File: src/rtl/cs_chk_pkg.sv
package cs_chk_pkg;

   localparam int          VEC_W  = 8;
   localparam logic [7:0]  VEC_GP = 8'd13;
   localparam logic [7:0]  VEC_NP = 8'd11;

   // rule order matches reporting priority
   typedef enum logic [2:0] {
      RULE_NONE,
      RULE_KIND,
      RULE_MODE,
      RULE_NC_DPL,
      RULE_NC_RPL,
      RULE_C_DPL,
      RULE_ABSENT
   } rule_e;

   typedef struct packed {
      logic kind;
      logic mode;
      logic nc_dpl;
      logic nc_rpl;
      logic c_dpl;
      logic absent;
   } rule_hits_t;

endpackage

File: src/rtl/cs_priv_rules.sv
module cs_priv_rules
   import cs_chk_pkg::*;
#(
   parameter int PL_W   = 2,
   parameter bit LONG_EN = 1'b1
) (
   input  logic            desc_valid_i,
   input  logic            desc_s_i,
   input  logic            is_code_i,
   input  logic            is_conf_i,
   input  logic [PL_W-1:0] dpl_i,
   input  logic            present_i,
   input  logic            l_i,
   input  logic            db_i,
   input  logic            lm_i,
   input  logic [PL_W-1:0] req_pl_i,
   input  logic [PL_W-1:0] cpl_i,
   output rule_hits_t      hits_o,
   output logic            warn_o
);

   logic kind_bad;

   always_comb begin
      kind_bad        = !desc_valid_i || !desc_s_i || !is_code_i;
      hits_o.kind     = kind_bad;
      hits_o.nc_dpl   = !is_conf_i && (dpl_i != cpl_i);
      hits_o.nc_rpl   = !is_conf_i && (req_pl_i > cpl_i);
      hits_o.c_dpl    =  is_conf_i && (dpl_i > cpl_i);
      hits_o.absent   = !present_i;
   end

   if (LONG_EN) begin : g_long
      always_comb begin
         hits_o.mode = l_i && lm_i && db_i;
         warn_o      = !kind_bad && l_i && !lm_i;
      end
   end else begin : g_legacy
      always_comb begin
         hits_o.mode = 1'b0;
         warn_o      = 1'b0;
      end
   end

endmodule

File: config.mk
export PLATFORM = sky130hd
export DESIGN_NAME = cs_priv_rules
export DESIGN_NICKNAME = d
export VERILOG_FILES = /design/src/rtl/cs_chk_pkg.sv /design/src/rtl/cs_priv_rules.sv
export SDC_FILE = /design/constraint.sdc
export NUM_CORES = 1
export LEC_CHECK = 0
export BUFFER_PORTS_ARGS = -buffer_cell sky130_fd_sc_hd__buf_2
export CORE_AREA = 2 2 39 41
export DETAILED_ROUTE_END_ITERATION = 6
export DIE_AREA = 0 0 41 43
export GPL_ROUTABILITY_DRIVEN = 0
export PLACE_DENSITY_LB_ADDON = 0.15
export SYNTH_ARGS = -nofsm -noshare
export SYNTH_HDL_FRONTEND = slang
export SYNTH_SLANG_ARGS = --single-unit
File: constraint.sdc
create_clock -name vclk -period 1.4
set_input_delay 0.28 -clock vclk [all_inputs]
set_output_delay 0.28 -clock vclk [all_outputs]
set_load 0.005 [all_outputs]
==> metrics.md <==
| Metric | Value |
|---|---|
| Status | `finished clean` |
| Worst setup SP type | `input pin` |
| N_diodes | `0` |
| Crit path kind | `in -> out` |
| Worst EP required | `1.12 ns` |
| Hold WC Path Type | `in -> out` |
| Port bufs | `21` |
| Gr usage total | `~4.2%` |
| Crit path time final | `about 1.4 ns` |
| FFs & Latches | `0` |
| CP cell instances | `buf_6, inv_4, ha_4, nor2b_4, o211a_1, buf_2` |
| Mapped Area | `145 um2` |
| Post-synthesis sequential area ratio | `0%` |
| Final hold violation count | `0` |
| Finished Core Util | `21.6%` |
| Dpl ws | `-0.0257 ns` |
| RSZ-0062 raised after global routing | `false` |
| Power Density | `about 270 nW/um2` |
| Final nets | `60` |
| Drt total wl | `429 um` |
| Die area | `1760 um2` |
| Multi-input gate area | `143 um2` |
| Setup WS post-layout | `~0.045 ns` |
| Floorplan row count | `14` |
| FF+latch area | `0 um2` |
| Vias per inst | `3.64` |
| Final Cycle Share | `96.8%` |
| Most frequent cells in the layout | `20 x buf_2, 3 x inv_1, 3 x ha_1` |
| Post-route ant nets | `0` |
| Drc violations | `0` |
| Non-Filler Instances | `56` |
| Slew headroom | `91.9%` |
| Die Wd | `~41 um` |
| Max-cap violations | `0` |
| Placement Cell Area | `roughly 270 um2` |
| Clk_buf instances | `0` |
| CP peak stage delay | `0.21 ns` |
| Synthesis Warnings | `0` |
| Crit path max fanout | `2` |
| Setup TNS | `0 ns` |
| Syn_area_per_cell | `7.64 um2` |
| Drt pass-1 iters | `1` |
| CP max-delay cell | `o211a_1` |
| Unique masters post-synth | `11` |
| Largest net degree at the start of global routing | `4` |
| Gr ovfl total | `0` |
| Fin Hold WS | `0.770 ns` |
| Leakage power | `0.185 nW` |
| Vias in the first global route | `152` |
| Post-Syn Instances | `19` |
| Fmax | `738 MHz` |
| Post-CTS setup buffer count | `0` |
| Overall Power | `just over 0.08 mW` |
| Critical Path AT | `1.07 ns` |
| First-pass GRT wire length | `545 um` |
| Worst-Margin Slew | `0.122 ns` |
| Core area | `1380 um2` |
| Area Growth Syn to Fin | `106%` |
| Final setup violation count | `0` |
| Syn_nets | `37` |
| Maximum vdd ir drop | `approximately 0.084 mV` |
| Die height | `43 um` |
| # IOs | `21` |
| Filler cell count | `166` |
| Antenna violations before repair | `0` |
| Via count | `roughly 200` |
| Initial Util | `about a tenth` |
| Initial drt markers | `0` |
| Crit end category | `output port` |
| Commonest non-fill, non-tap cell in the layout | `buf_2` |
| Finished Cell Area | `299 um2` |
| Wire length per cell | `7.66 um` |
| Max-slew violations | `0` |
| DP HPWL | `391 um` |
| Layout cells sized above 1 | `67.5%` |
| # placed instances | `56` |
[kinds of logic (layout without fill, tap and decap cells)]
logic type / Yosys count / in the layout / share of synthesized area (%)
adders and majority gates: 4 / 4 / 34.5
buffers and inverters: 5 / 26 / 15.5
and+or+nand+nor: 6 / 6 / 31.0
AOI/OAI and AO/OA: 4 / 4 / 19.0
[per-layer routing]
metal,share of wire (%),wire (um),track usage [%],vias up
met5,0,0,0,-
met4,0,0,0,0
met3,24,103,0.524,0
met2,34,144,6.88,19
met1,42,181,6.01,79
li1,-,-,-,106
[cell usage after synthesis]
| library cell | n | share of area, % |
|---|---|---|
| a21oi_1 | 2 | 6.9 |
| and3_1 | 1 | 4.3 |
| buf_4 | 1 | 5.2 |
| ha_1 | 4 | 34 |
| inv_1 | 4 | 10 |
| nand2_1 | 1 | 2.6 |
| nand3_2 | 1 | 6.9 |
| nor2b_1 | 2 | 8.6 |
| nor3b_2 | 1 | 8.6 |
| o211a_1 | 1 | 6.9 |
| o21a_1 | 1 | 5.2 |
[report_power, final]
| group | total, mW | switching, mW | internal, mW | leakage [nW] |
|---|---|---|---|---|
| logic | 0.0809 | 0.0317 | 0.0492 | 0.185 |
| registers | 0 | 0 | 0 | 0 |
| clock network | 0 | 0 | 0 | 0 |
| total | 0.0809 | 0.0317 | 0.0492 | 0.185 |
[final timing paths]
kind                  start  slack [ns]         to  cells past startpoint
setup / recovery   cpl_i[1]        0.05  hits_o[1]                      6
hold / removal    present_i        0.77  hits_o[0]                      3
[critical path, delay by kind of cell]
family                   cells  cell delay, ns
AND/OR/NAND/NOR              1            0.12
buffers and inverters        3            0.26
AO/OA/AOI/OAI                1            0.21
adder cells (fa/ha/maj)      1            0.19
[cell type report]
cell class | count | share of cell area (%)
Inverter | 4 | 5.86
Timing Repair Buffer | 22 | 39.7
Multi-Input combinational cell | 14 | 47.7
Tap cell | 16 | 6.69
[timing repair]
item                                    in CTS  in global routing
resized for setup                            2                  4
pin swaps                                    0                  2
cloned                                       0                  0
endpoints found under the setup margin       1                  2
hold buffers                                 0                  0
No activity file was read; power rests on OpenSTA's default activity.
